===== src/rtl/tc_pkg.sv =====
package tc_pkg;

  typedef enum logic [1:0] {
    M_PRESCALE = 2'b00,
    M_FULL     = 2'b01,
    M_RELOAD   = 2'b10,
    M_SPLIT    = 2'b11
  } tc_mode_e;

  typedef struct packed {
    logic     gate_en;
    logic     ext_evt;
    tc_mode_e mode;
  } tc_cfg_t;

endpackage


===== src/rtl/tc_tick_gen.sv =====
module tc_tick_gen #(
  parameter int DIV = 12
) (
  input  logic clk,
  input  logic rst,
  output logic tick_o
);
  localparam int PW = (DIV > 1) ? $clog2(DIV) : 1;

  logic [PW-1:0] pcnt_q;

  always_ff @(posedge clk) begin
    if (rst) begin
      pcnt_q <= '0;
      tick_o <= 1'b0;
    end else begin
      tick_o <= (pcnt_q == PW'(DIV - 1));
      pcnt_q <= (pcnt_q == PW'(DIV - 1)) ? '0 : pcnt_q + PW'(1);
    end
  end
endmodule


===== src/rtl/tc_in_sync.sv =====
module tc_in_sync #(
  parameter int W      = 2,
  parameter int STAGES = 2,
  parameter bit EDGE   = 1'b1
) (
  input  logic         clk,
  input  logic         rst,
  input  logic         tick_i,
  input  logic [W-1:0] async_i,
  output logic [W-1:0] ev_o
);
  logic [W-1:0] stg_q [STAGES];

  always_ff @(posedge clk) begin
    if (rst) stg_q[0] <= '0;
    else     stg_q[0] <= async_i;
  end

  for (genvar s = 1; s < STAGES; s++) begin : g_stage
    always_ff @(posedge clk) begin
      if (rst) stg_q[s] <= '0;
      else     stg_q[s] <= stg_q[s-1];
    end
  end

  if (EDGE) begin : g_fall
    logic [W-1:0] samp_q;
    always_ff @(posedge clk) begin
      if (rst)         samp_q <= '0;
      else if (tick_i) samp_q <= stg_q[STAGES-1];
    end
    assign ev_o = {W{tick_i}} & samp_q & ~stg_q[STAGES-1];
  end else begin : g_level
    assign ev_o = stg_q[STAGES-1];
  end
endmodule


===== src/rtl/tc_chan.sv =====
module tc_chan
  import tc_pkg::*;
#(
  parameter int BYTE_W    = 8,
  parameter int PRE_W     = 5,
  parameter bit HAS_SPLIT = 1'b1
) (
  input  logic                clk,
  input  logic                rst,
  input  tc_mode_e            mode_i,
  input  logic                step_lo_i,
  input  logic                step_hi_i,
  input  logic                ld_we_i,
  input  logic [2*BYTE_W-1:0] ld_val_i,
  output logic [2*BYTE_W-1:0] cnt_o,
  output logic                wrap_lo_o,
  output logic                wrap_hi_o
);
  localparam int CW  = 2 * BYTE_W;
  localparam int PCW = BYTE_W + PRE_W;

  logic [BYTE_W-1:0] hi_q, lo_q, hi_d, lo_d;
  logic [PCW-1:0]    v13;
  logic [CW-1:0]     v16;

  always_comb begin
    hi_d      = hi_q;
    lo_d      = lo_q;
    wrap_lo_o = 1'b0;
    wrap_hi_o = 1'b0;
    v13       = {hi_q, lo_q[PRE_W-1:0]} + PCW'(1);
    v16       = {hi_q, lo_q} + CW'(1);
    case (mode_i)
      M_PRESCALE: if (step_lo_i) begin
        hi_d      = v13[PCW-1:PRE_W];
        lo_d      = {lo_q[BYTE_W-1:PRE_W], v13[PRE_W-1:0]};
        wrap_lo_o = &{hi_q, lo_q[PRE_W-1:0]};
      end
      M_FULL: if (step_lo_i) begin
        {hi_d, lo_d} = v16;
        wrap_lo_o    = &{hi_q, lo_q};
      end
      M_RELOAD: if (step_lo_i) begin
        if (&lo_q) begin
          lo_d      = hi_q;
          wrap_lo_o = 1'b1;
        end else begin
          lo_d = lo_q + BYTE_W'(1);
        end
      end
      M_SPLIT: if (HAS_SPLIT) begin
        if (step_lo_i) begin
          lo_d      = lo_q + BYTE_W'(1);
          wrap_lo_o = &lo_q;
        end
        if (step_hi_i) begin
          hi_d      = hi_q + BYTE_W'(1);
          wrap_hi_o = &hi_q;
        end
      end
    endcase
    if (ld_we_i) begin
      {hi_d, lo_d} = ld_val_i;
      wrap_lo_o    = 1'b0;
      wrap_hi_o    = 1'b0;
    end
  end

  always_ff @(posedge clk) begin
    if (rst) begin
      hi_q <= '0;
      lo_q <= '0;
    end else begin
      hi_q <= hi_d;
      lo_q <= lo_d;
    end
  end

  assign cnt_o = {hi_q, lo_q};
endmodule


===== src/rtl/twin_timer_counter.sv =====
module twin_timer_counter
  import tc_pkg::*;
#(
  parameter int BYTE_W      = 8,
  parameter int PRE_W       = 5,
  parameter int DIV         = 12,
  parameter int SYNC_STAGES = 2
) (
  input  logic                clk,
  input  logic                rst,
  input  logic                mode_we_i,
  input  logic [7:0]          mode_wdata_i,
  output logic [7:0]          mode_rdata_o,
  input  logic [1:0]          run_i,
  input  logic [1:0]          cnt_in_i,
  input  logic [1:0]          gate_in_i,
  input  logic [1:0]          load_we_i,
  input  logic [2*BYTE_W-1:0] load_val0_i,
  input  logic [2*BYTE_W-1:0] load_val1_i,
  output logic [2*BYTE_W-1:0] count0_o,
  output logic [2*BYTE_W-1:0] count1_o,
  output logic [1:0]          ovf_o,
  input  logic [1:0]          ovf_clr_i
);
  localparam int CW  = 2 * BYTE_W;
  localparam int NCH = 2;

  logic [7:0]     mode_q;
  logic           tick;
  logic [NCH-1:0] fall, gate_lvl, step, wrap_lo, wrap_hi, flag_set;
  logic [CW-1:0]  cnt_w  [NCH];
  logic [CW-1:0]  load_w [NCH];
  tc_cfg_t        cfg    [NCH];

  always_ff @(posedge clk) begin
    if (rst)            mode_q <= '0;
    else if (mode_we_i) mode_q <= mode_wdata_i;
  end
  assign mode_rdata_o = mode_q;

  tc_tick_gen #(.DIV(DIV)) u_tick (
    .clk(clk), .rst(rst), .tick_o(tick)
  );

  tc_in_sync #(.W(NCH), .STAGES(SYNC_STAGES), .EDGE(1'b1)) u_cnt_sync (
    .clk(clk), .rst(rst), .tick_i(tick), .async_i(cnt_in_i), .ev_o(fall)
  );

  tc_in_sync #(.W(NCH), .STAGES(SYNC_STAGES), .EDGE(1'b0)) u_gate_sync (
    .clk(clk), .rst(rst), .tick_i(tick), .async_i(gate_in_i), .ev_o(gate_lvl)
  );

  assign load_w[0] = load_val0_i;
  assign load_w[1] = load_val1_i;

  for (genvar i = 0; i < NCH; i++) begin : g_ch
    assign cfg[i]  = tc_cfg_t'(mode_q[4*i +: 4]);
    assign step[i] = tick & run_i[i] & (~cfg[i].gate_en | gate_lvl[i]) &
                     (~cfg[i].ext_evt | fall[i]);

    tc_chan #(.BYTE_W(BYTE_W), .PRE_W(PRE_W), .HAS_SPLIT(i == 0)) u_chan (
      .clk(clk), .rst(rst), .mode_i(cfg[i].mode),
      .step_lo_i(step[i]),
      .step_hi_i((i == 0) ? (tick & run_i[1]) : 1'b0),
      .ld_we_i(load_we_i[i]), .ld_val_i(load_w[i]),
      .cnt_o(cnt_w[i]), .wrap_lo_o(wrap_lo[i]), .wrap_hi_o(wrap_hi[i])
    );
  end

  // In split layout, channel 0's upper byte takes over flag 1.
  assign flag_set[0] = wrap_lo[0];
  assign flag_set[1] = (cfg[0].mode == M_SPLIT) ? wrap_hi[0] : (wrap_lo[1] | wrap_hi[1]);

  always_ff @(posedge clk) begin
    if (rst) ovf_o <= '0;
    else     ovf_o <= (ovf_o & ~ovf_clr_i) | flag_set;
  end

  assign count0_o = cnt_w[0];
  assign count1_o = cnt_w[1];
endmodule


===== config.mk =====
export PLATFORM = sky130hd
export DESIGN_NAME = twin_timer_counter
export DESIGN_NICKNAME = d
export VERILOG_FILES = /design/src/rtl/tc_pkg.sv /design/src/rtl/tc_tick_gen.sv /design/src/rtl/tc_in_sync.sv /design/src/rtl/tc_chan.sv /design/src/rtl/twin_timer_counter.sv
export SDC_FILE = /design/constraint.sdc
export NUM_CORES = 1
export LEC_CHECK = 0
export ABC_CLOCK_PERIOD_IN_PS = 2200
export BUFFER_PORTS_ARGS = -buffer_cell sky130_fd_sc_hd__buf_2
export CAP_MARGIN = 10
export CORE_ASPECT_RATIO = 0.5
export CORE_MARGIN = 2
export CORE_UTILIZATION = 54
export DETAILED_ROUTE_END_ITERATION = 8
export PLACE_DENSITY = 0.91
export SETUP_SLACK_MARGIN = 0.05
export SYNTH_ARGS = -nofsm -noshare
export SYNTH_HDL_FRONTEND = slang
export SYNTH_SLANG_ARGS = --single-unit
export TNS_END_PERCENT = 50

===== constraint.sdc =====
create_clock -name clk -period 2.2 [get_ports clk]
set_input_delay 0 -clock clk [delete_from_list [all_inputs] [get_ports clk]]
set_output_delay 0 -clock clk [all_outputs]
set_load 0.03 [all_outputs]

* After elaboration in Yosys (flattened, before gate mapping)
Memory sizes are Yosys's and may differ from the RTL's. Cells that the tools add are included.
Word-level totals: bits in registers 49, bits in writable memories 8, bits of input ports 53, memories 2
Cells by class: $add $sub $neg 8, equal/unequal tests 16, mux-type cells 45, bitwise logic cells 24, reduce and logical (&&, ||, !) cells 20
Memories:
- u_cnt_sync.stg_q | words 2, width 2, read ports 2, clocked after memory_dff 0, wr ports 2, RTL line tc_in_sync.sv:12 | logic [W-1:0] stg_q [STAGES];
- u_gate_sync.stg_q | words 2, width 2, read ports 2, clocked after memory_dff 0, wr ports 2, RTL line tc_in_sync.sv:12
Operators with widths (count):
- two-way mux 8 bit | 16
- case mux 8 bit (3 select lines) | 2
- adder 16 x 1 -> 16 bit, second input constant | 2
- case mux 8 bit (4 select lines) | 1
- AND reduction 16 bit | 2
- adder 13 x 1 -> 13 bit, second input constant | 2
- AND reduction 13 bit | 2
- adder 8 x 1 -> 8 bit, second input constant | 3
- != test 3 x 2 -> 1 bit, second input constant | 8
- AND reduction 8 bit | 3
- AND reduction 4 bit | 5
- two-way mux 1 bit | 17
- case mux 8 bit (2 select lines) | 1
- two-way mux 5 bit | 2
- two-way mux 2 bit | 4
- OR 1 bit | 8
- nonzero test 4 bit | 2
- bitwise AND 1 bit | 6
- bitwise AND 2 bit | 3
- equality test 2 bit, second input constant | 3
- nonzero test 3 bit | 2
- adder 4 x 1 -> 4 bit, second input constant | 1
- equality test 2 x 1 -> 1 bit, second input constant | 2
- equality test 4 bit, second input constant | 1
- other kinds (9) | 15

* Longest topological paths before layout
Gate-level depths: netlist (run 1). An unclocked memory read counts as a cell.
depth in word-level cells 10, mapped depth 7

* Hierarchy
A second synthesis (run 1) with hierarchy kept.
Unflattened totals: cell total of the unflattened synthesis 468, area total of the unflattened synthesis 3838.7 µm²
By module, submodules not included:
- tc_chan at g_ch[0].u_chan | times used 1, cells an instance 185, area an instance 1466.4 µm², sequential area each 320.3 µm²
- tc_chan at g_ch[1].u_chan | times used 1, cells an instance 196, area an instance 1461.4 µm², sequential area each 320.3 µm²
- twin_timer_counter | times used 1, cells an instance 44, area an instance 416.6 µm², sequential area each 200.2 µm²
- tc_tick_gen | times used 1, cells an instance 18, area an instance 198.9 µm², sequential area each 100.1 µm²
- tc_in_sync at u_cnt_sync | times used 1, cells an instance 17, area an instance 190.2 µm², sequential area each 120.1 µm²
- tc_in_sync at u_gate_sync | times used 1, cells an instance 8, area an instance 105.1 µm², sequential area each 80.1 µm²

* Worst setup path before layout (run 1)
Ideal clock, no wire load.
path kind register to register, from register g_ch[0].u_chan.lo_q[0], to register g_ch[0].u_chan.lo_q[0], data arrival time 1930 ps, slack 137 ps, cell stages (with the launch flop) 7, clock period less this slack 2063 ps, path through dfxtp_1 ha_1 nand4_4 nor4_4 nor3_1 a2111oi_0 nor3_1
Between the ends: longest elaborated chain between the ends 5, elaborated cells on any way between the ends 11, those cells by class add/sub (3); mux (7); reduce/logical (1)
RTL lines:
- from (decl) | RTL line tc_chan.sv:22 | logic [BYTE_W-1:0] hi_q, lo_q, hi_d, lo_d;
- from (signal assigned) | RTL line tc_chan.sv:75 | lo_q <= lo_d;
- adder 8 x 1 -> 8 bit / AND reduction 8 bit (equally long branches) | RTL line tc_chan.sv:48, tc_chan.sv:53, tc_chan.sv:44
- two-way mux 8 bit | RTL line tc_chan.sv:44 | if (&lo_q) begin
- two-way mux 8 bit | RTL line tc_chan.sv:43 | M_RELOAD: if (step_lo_i) begin
- case mux 8 bit (4 select lines) (*) | RTL line tc_chan.sv:33 | case (mode_i)
- two-way mux 8 bit (*) | RTL line tc_chan.sv:62 | if (ld_we_i) begin
Mark *: on every way between the ends. The rest lies on a longest branch, timed or not. The select of a mux whose other input is x is not followed. A chain may end at the register's enable or synchronous reset.

* Worst setup path in the final report (run 1)
from register g_ch[0].u_chan.lo_q[1], to register g_ch[0].u_chan.lo_q[0]
Between the ends: longest elaborated chain between the ends 5
RTL lines (RTL line):
- AND reduction 8 bit | tc_chan.sv:44
- two-way mux 8 bit | tc_chan.sv:44
- two-way mux 8 bit | tc_chan.sv:43
- case mux 8 bit (4 select lines) | tc_chan.sv:33
- two-way mux 8 bit | tc_chan.sv:62
Every way passes these cells. The select of a mux whose other input is x is not followed.

==> run summary, run 1 <==
Status - finished, final reports clean
P&R area growth vs syn - 32.26%
GPL Wtd Cong - 0.9449
DIE AREA - 7540 um2
Vias per cell - 5.963
Die width - 120.8 um
Final HPWL DP - 7.310 mm
FF-to-FF setup slack - 0.11 ns
Slowest CP cell - nor4_4
Top FF cell, synth - dfxtp_1
Vias - 3,983
Clk sinks - 57
Worst Path Required - 2.40 ns
DRT Wirelength - 11.03 mm
DRC - 0
Mapped Area - 3685 um2
Total gr overflow - 0
Switching fraction of total power - 0.3048
Startpoint types - flop
P_int - 2.117 mW
Critical path class - flop to flop
Final hold slack - 0.01993 ns
1st-iter DRT viols - 384
Peak VDD IR - 0.3808 mV
Worst slew margin - 0.5220
Final Hold Fails - 0
Register area share after synthesis - 0.3097
Antenna violations before repair - 0
Met2 usage - 0.5014
Starting density of the core - 0.5543
Skew-Pair Late Insertion Delay - 0.33 ns
Syn_area_per_cell - 8.337 um2
Met3 Track Usage GR - 0.07847
Commonest non-fill, non-tap cell in the layout - buf_2
Number of port buffers - 94
Max Slew Vio Count - 0
CTS Buf Count - 9
MaxCap Viol Count - 0
Io pins - 95
Clock skew - 0.004305 ns
Synth Register Bits - 57
Final ANT Viol Nets - 0
N_diodes - 0
Mapped Cells - 442
Drt wl/cell - 16.52 um
P_sw - 0.9280 mW
Cell Count Post-Placement - 615
CP dominant cell by count - nor3_1
Grt peak-use layer - met2
Pwr/cell area - 624.8 nW/um2
Combinational fraction of design power - 0.172
Setup TNS - 0 ns
DRT Pass-1 Iters - 6
FILL cells - 491
CP top delay family - simple AND/OR/NAND/NOR gates
Final std cells w/o fill - 668
Layout cell share with drive strength beyond 1 - 0.2622
Root Buffer - clkbuf_16
Number of enable flip-flop cells after synthesis - 0
Cell area after layout - 4873 um2
Synth cell types - 71
Largest net degree at the start of global routing - 31
Site row count - 21
Area of the core - 6648 um2
Buffers & Inverters on Critical Path - 0
Asr flop ratio synth - 0
H-tree levels - 3
Placed Area - 4198 um2
TritonCTS clock tree - built
RSZ-0062 raised after global routing - false
Worst-margin pin slew - 0.7163 ns
Reg power frac - 0.388
Setup-failing EPs final - 0
Worst EP arrival - 2.30 ns
Pre-CTS WS - 0.1262 ns
Static leakage - 1.941 nW
Mapped Nets - 503
Worst-path cell chain - ha_4 -> nand4_4 -> nor4_4 -> nor3_1 -> a2111oi_1 -> nor3_1
Final setup margin - 0.1051 ns
Die Ht - 62.41 um
First-pass GRT wire length - 18.10 mm
Nets - 632
Tcrit/Tclk final - 0.9522
Total track usage - 0.2994
Max Clock Freq - 0.4773 GHz
Worst setup EP type - flop
Clock share of power - 0.440
Clock period minus worst slack - 2.095 ns
Worst-path clk slew - 0.06 ns
GR Layer Usage met1 - 0.3717
Vias in the first global route - 3,785
Most frequent cells in the layout - 94 x buf_2, 56 x dfxtp_1, 35 x nand2_1, 35 x dlygate4sd3_1, 34 x nor2_1
CTS Buffer Depth - 2
Slowest cell delay on critical path - 0.48 ns
Critical path fanouts, max - 8
Hold Crit Class - input pin to flop
Yosys warns - 0
layer usage:
metal / vias to the layer above / share of wire
met4: 0 / 0.024
met1: 1847 / 0.42
met5: - / 0
met3: 30 / 0.075
li1: 1913 / -
met2: 193 / 0.49
flip-flops by register name, summed over array words and instances, names as in the netlist:
register and flops:
ovf_o 2, u_cnt_sync.stg_q 4, u_tick.tick_o 1, u_tick.pcnt_q 4
u_gate_sync.stg_q 4, g_ch.u_chan.hi_q 16, g_ch.u_chan.lo_q 16, u_cnt_sync.g_fall.samp_q 2
mode_rdata_o 8
final timing paths:
path / startpoint / end / cells after the start
setup / recovery: g_ch[0].u_chan.lo_q[1] / g_ch[0].u_chan.lo_q[0] / 6
hold / removal: ovf_clr_i[1] / ovf_o[1] / 4
hold reg to reg: u_cnt_sync.stg_q[0][1] / u_cnt_sync.stg_q[1][1] / 1
setup reg to reg: g_ch[0].u_chan.lo_q[1] / g_ch[0].u_chan.lo_q[0] / 6
synthesized netlist by cell type (all sizes together), types with 10 or more instances:
| cell | count | area [um2] |
|---|---|---|
| nor2b | 17 | 106.4 |
| o21ai | 21 | 105.1 |
| mux2i | 15 | 150.1 |
| a21oi | 26 | 130.1 |
| or3 | 10 | 62.56 |
| nand3 | 21 | 122.6 |
| xnor2 | 14 | 122.6 |
| nor2 | 35 | 133.9 |
| clkbuf | 15 | 96.34 |
| nand2 | 36 | 137.6 |
| nor3 | 16 | 80.08 |
| inv | 16 | 60.06 |
| a31oi | 10 | 62.56 |
| a211oi | 21 | 182.7 |
| dfxtp | 57 | 1141 |
logic make-up (layout without fill, tap and decap cells):
| group | after synthesis | in the layout | synth area share |
|---|---|---|---|
| XOR/XNOR | 17 | 17 | 0.04041 |
| AND/OR/NAND/NOR | 180 | 180 | 0.2716 |
| adder cells (fa/ha/maj) | 8 | 8 | 0.02717 |
| AO/OA/AOI/OAI | 124 | 124 | 0.2489 |
| multiplexers | 16 | 16 | 0.04380 |
| buffers and inverters | 40 | 174 | 0.05840 |
| flip-flops | 57 | 57 | 0.3097 |
per-stage QoR:
stage                     power (mW)  utilization
after floorplan                1.498            -
after global placement         1.645       0.6315
after detailed placement       1.661       0.6315
after CTS                      3.052       0.7278
after global routing           3.163       0.7331
final                          3.045       0.7331
area by class of cell:
class	instances	area, um2	area share
clock buffer	10	239.0	0.04904
clock inverter	6	51.30	0.01053
tap	92	115.1	0.02362
sequential	57	1142	0.2344
timing repair buffer	142	918.4	0.1884
multi-input combinational	345	2347	0.4816
inverter	16	60.06	0.01232
power by group through the flow:
stage                     Combinational [mW]  Clock [mW]  Sequential (mW)
after floorplan                        0.234           0             1.26
after global placement                 0.451           0             1.19
after detailed placement               0.463           0             1.20
after CTS                              0.513        1.36             1.18
after global routing                   0.564        1.41             1.19
final                                  0.523        1.34             1.18
tightest hold or removal path, stage by stage:
cell and delay, ns:
buf_2 0.09, inv_1 0.05, a21oi_1 0.06, a21oi_1 0.11
what timing repair did:
action,CTS,global route
hold buffers,35,0
endpoints found under the hold margin,35,0
endpoints found under the setup margin,0,6
buffers inserted,0,2
gates resized for setup,0,5
Note: power is estimated with default switching activity, not from simulation.
==> run 2, diff against run 1 <==
Settings changed: CORE_ASPECT_RATIO 0.5 to 0.9, GPL_ROUTABILITY_DRIVEN set to 0, RECOVER_POWER set to 100.
==> run summary, run 2 (synthesis results as in run 1) <==
Critical path fanouts, max - 8
1st-iter DRT viols - 361
Slowest CP cell - dfxtp_1
Worst-margin pin slew - 1.441 ns
Max Clock Freq - 0.4742 GHz
Largest net degree at the start of global routing - 33
TritonCTS clock tree - built
Critical path class - flop to flop
Worst slew margin - 0.03924
DRC - 0
First-pass GRT wire length - 17.45 mm
Setup TNS - 0 ns
Static leakage - 1.739 nW
Die Ht - 82.37 um
Skew-Pair Late Insertion Delay - 0.35 ns
Pwr/cell area - 589.7 nW/um2
HP Start - ovf_clr_i[1]
Vias - 4,034
P&R area growth vs syn - 28.12%
RSZ-0062 raised after global routing - false
Number of port buffers - 94
Starting density of the core - 0.5595
Register area - 1142 um2
MaxCap Viol Count - 0
Crit. Startpoint - g_ch[0].u_chan.lo_q[1]
Root Buffer - clkbuf_8
Startpoint types - flop
Io pins - 95
Commonest non-fill, non-tap cell in the layout - dfxtp_1
H-tree levels - 3
CP top delay family - simple AND/OR/NAND/NOR gates
Most frequent cells in the layout - 56 x dfxtp_1, 52 x buf_2, 45 x clkbuf_1
DRT Pass-1 Iters - 5
Total track usage - 0.2885
Worst-path cell chain - ha_4 -> nand4_4 -> nor4_4 -> buf_4 -> nor3_1 -> a2111oi_1 -> nor3_1
Final HPWL DP - 7.454 mm
Buffers & Inverters on Critical Path - 1
Die width - 91.08 um
Peak VDD IR - 0.3787 mV
Critical R2R Launch - g_ch[0].u_chan.lo_q[1]
Slowest cell delay on critical path - 0.47 ns
Nets - 633
Total gr overflow - 0
Worst EP arrival - 2.28 ns
Status - finished, final reports clean
Final std cells w/o fill - 667
Layout cell share with drive strength beyond 1 - 0.1733
Design Power - 2.784 mW
Tcrit/Tclk final - 0.9585
Setup-failing EPs final - 0
Hold Crit Class - input pin to flop
Clock skew - 0.01445 ns
Area of the core - 6586 um2
Clk sinks - 57
DRT Wirelength - 11.00 mm
Final ANT Viol Nets - 0
N_diodes - 0
CP dominant cell by count - nor3_1
DIE AREA - 7501 um2
Worst setup EP type - flop
Area of the multi-input gates - 2325 um2
CTS Buffer Depth - 2
CTS Buf Count - 9
Worst Path Required - 2.37 ns
FILL cells - 532
Site row count - 28
Vias per cell - 6.048
Drt wl/cell - 16.49 um
Vias in the first global route - 3,663
Antenna violations before repair - 0
Max Slew Vio Count - 0
Final Hold Fails - 0
Clock period minus worst slack - 2.109 ns
Cell Count Post-Placement - 614
Worst-path clk slew - 0.07 ns
==> run 2: worst reg2reg max path, stage by stage (launching register included) <==
cell       delay (ns)
dfxtp_1          0.47
ha_4             0.23
nand4_4          0.18
nor4_4           0.31
buf_4            0.19
nor3_1           0.06
a2111oi_1        0.40
nor3_1           0.09
==> run 2: power breakdown <==
part           total [mW]  internal (mW)  switching (mW)
registers            1.18           1.09          0.0906
clock network        1.09          0.636           0.455
logic               0.511          0.208           0.304
==> run 2: layout make-up <==
cell class / count / area share
clock inverter: 5 / 0.01696
clock buffer: 11 / 0.02783
multi-input combinational: 345 / 0.4924
tap: 90 / 0.02385
sequential: 57 / 0.2420
inverter: 16 / 0.01272
timing repair buffer: 143 / 0.1842
==> run 2: through the flow <==
stage                       util  setup slack, ns  area [um2]  hold WS, ns
after floorplan                -           0.1369        3685       0.1282
after global placement    0.6381           0.2391        4203       0.2064
after detailed placement  0.6381          0.07473        4203       0.2136
after CTS                 0.7249          0.06376        4775     0.003196
after global routing      0.7168          0.02057        4721      0.01784
final                     0.7168          0.09135        4721      0.01323
==> run 2: final timing paths <==
| kind | to | slack (ns) | cells past startpoint |
|---|---|---|---|
| worst min-delay path | ovf_o[1] | 0.01 | 4 |
| worst max-delay path | g_ch[0].u_chan.lo_q[0] | 0.09 | 7 |
| worst min register to register | u_cnt_sync.stg_q[1][0] | 0.44 | 1 |
| worst max register to register | g_ch[0].u_chan.lo_q[0] | 0.09 | 7 |
==> run 2: timing repair <==
item	in CTS	in global routing
gates resized for setup	0	4
hold endpoints to repair	36	0
hold buffers	36	0
endpoints found under the setup margin	0	6
buffers inserted	0	1
==> run 2: routing by layer <==
| metal | up-vias | wire length (um) | part of all wire | GRT usage |
|---|---|---|---|---|
| met2 | 234 | 5254 | 0.48 | 0.4844 |
| met5 | - | 0 | 0 | 0 |
| met1 | 1860 | 4548 | 0.41 | 0.3642 |
| li1 | 1912 | - | - | - |
| met3 | 28 | 992 | 0.090 | 0.06443 |
| met4 | 0 | 205 | 0.019 | 0.1197 |
==> run 3, diff against run 2 <==
==> constraint.sdc (replaced) <==
create_clock -name clk -period 2.2 [get_ports clk]
set_input_delay 0.22 -clock clk [delete_from_list [all_inputs] [get_ports clk]]
set_output_delay 0.22 -clock clk [all_outputs]
set_load 0.03 [all_outputs]
==> run summary, run 3 (synthesis results as in run 1) <==
Status - finished, final reports clean
Vias - 3,976
Worst setup EP type - flop
CP top delay family - simple AND/OR/NAND/NOR gates
Site row count - 28
Worst slew margin - 0.1237
1st-iter DRT viols - 438
Tcrit/Tclk final - 0.9208
Final HPWL DP - 7.632 mm
Most frequent cells in the layout - 56 x dfxtp_1, 51 x buf_2, 47 x clkbuf_1
Cell Count Post-Placement - 614
Total gr overflow - 0
Skew-Pair Late Insertion Delay - 0.35 ns
P&R area growth vs syn - 17.39%
DRC - 0
Die Ht - 82.37 um
Final Util - 0.6567
Slowest CP cell - dfxtp_1
Starting density of the core - 0.5595
Startpoint types - flop
Nets - 597
DIE AREA - 7501 um2
Design Power - 2.625 mW
Peak VDD IR - 0.4725 mV
Total track usage - 0.2934
Max Slew Vio Count - 0
Worst EP arrival - 2.19 ns
CTS Buffer Depth - 2
Static leakage - 1.573 nW
H-tree levels - 3
Vias per cell - 6.301
Slowest cell delay on critical path - 0.46 ns
Buffers & Inverters on Critical Path - 0
Setup TNS - 0 ns
Final Hold Fails - 0
Area of the core - 6586 um2
Worst-margin pin slew - 1.314 ns
MaxCap Viol Count - 0
Max Clock Freq - 0.4936 GHz
Commonest non-fill, non-tap cell in the layout - dfxtp_1
FILL cells - 602
Critical path class - flop to flop
TritonCTS clock tree - built
Io pins - 95
Final setup margin - 0.1742 ns
Layout cell share with drive strength beyond 1 - 0.1830
Vias in the first global route - 3,700
Die width - 91.08 um
Final std cells w/o fill - 631
Clk sinks - 57
Root Buffer - clkbuf_8
Pwr/cell area - 606.9 nW/um2
Final ANT Viol Nets - 0
Critical path fanouts, max - 6
Hold Crit Class - input pin to flop
N_diodes - 0
First-pass GRT wire length - 17.70 mm
Clock period minus worst slack - 2.026 ns
Worst Path Required - 2.37 ns
Number of port buffers - 94
Post-CTS Hold Buffers - 0
Setup-failing EPs final - 0
CTS Buf Count - 9
Worst-path clk slew - 0.07 ns
Antenna violations before repair - 0
Drt wl/cell - 17.30 um
DRT Pass-1 Iters - 7
Pre-CTS WS - 0.04825 ns
Clock skew - 0.009301 ns
Largest net degree at the start of global routing - 34
RSZ-0062 raised after global routing - false
DRT Wirelength - 10.92 mm
Worst-path cell chain - ha_4 -> and4_1 -> nor2_1 -> or3_1 -> mux2i_1 -> a21oi_1
## run 3: report_power, final
group          leakage [nW]  internal [mW]  switching [mW]
logic                  1.01          0.166           0.297
registers             0.470           1.09          0.0920
clock network        0.0933          0.521           0.457
## run 3: per-stage QoR
stage	area, um2	hold slack, ns
4_1_cts	4398	0.08206
2_1_floorplan	3685	0.3482
5_1_grt	4325	0.09226
3_3_place_gp	4203	0.4209
3_5_place_dp	4203	0.4280
6_report	4325	0.08114
## run 3: routing by layer
metal,up-vias,track usage,share of wire
met5,-,0,0
met4,0,0.1061,0.027
met3,46,0.07260,0.10
met2,264,0.4970,0.46
met1,1832,0.3683,0.41
li1,1834,-,-
## run 3: final timing paths
path	end	slack, ns	startpoint	cells after the start
setup reg to reg	g_ch[0].u_chan.hi_q[5]	0.17	g_ch[0].u_chan.lo_q[1]	6
hold / removal	u_gate_sync.stg_q[0][0]	0.08	gate_in_i[0]	2
setup / recovery	g_ch[0].u_chan.hi_q[5]	0.17	g_ch[0].u_chan.lo_q[1]	6
hold reg to reg	u_cnt_sync.stg_q[1][1]	0.44	u_cnt_sync.stg_q[0][1]	1
## run 3: worst register-to-register path, stage by stage (launching register included)
cell and delay (ns):
dfxtp_1 0.46, ha_4 0.22, and4_1 0.34, nor2_1 0.12, or3_1 0.42, mux2i_1 0.20, a21oi_1 0.09
## run 3: layout make-up
class | count | area (um2) | share of cell area
multi-input combinational | 345 | 2318 | 0.5360
clock inverter | 5 | 56.30 | 0.01302
inverter | 16 | 60.06 | 0.01388
clock buffer | 11 | 131.4 | 0.03037
timing repair buffer | 107 | 504.2 | 0.1166
sequential | 57 | 1142 | 0.2641
tap | 90 | 112.6 | 0.02603
## run 3: timing repair
item | in CTS | in global routing
pin swaps | 1 | 0
setup endpoints to repair | 1 | 7
endpoints found under the hold margin | 0 | 0
resized for setup | 0 | 4
buffers inserted | 1 | 0
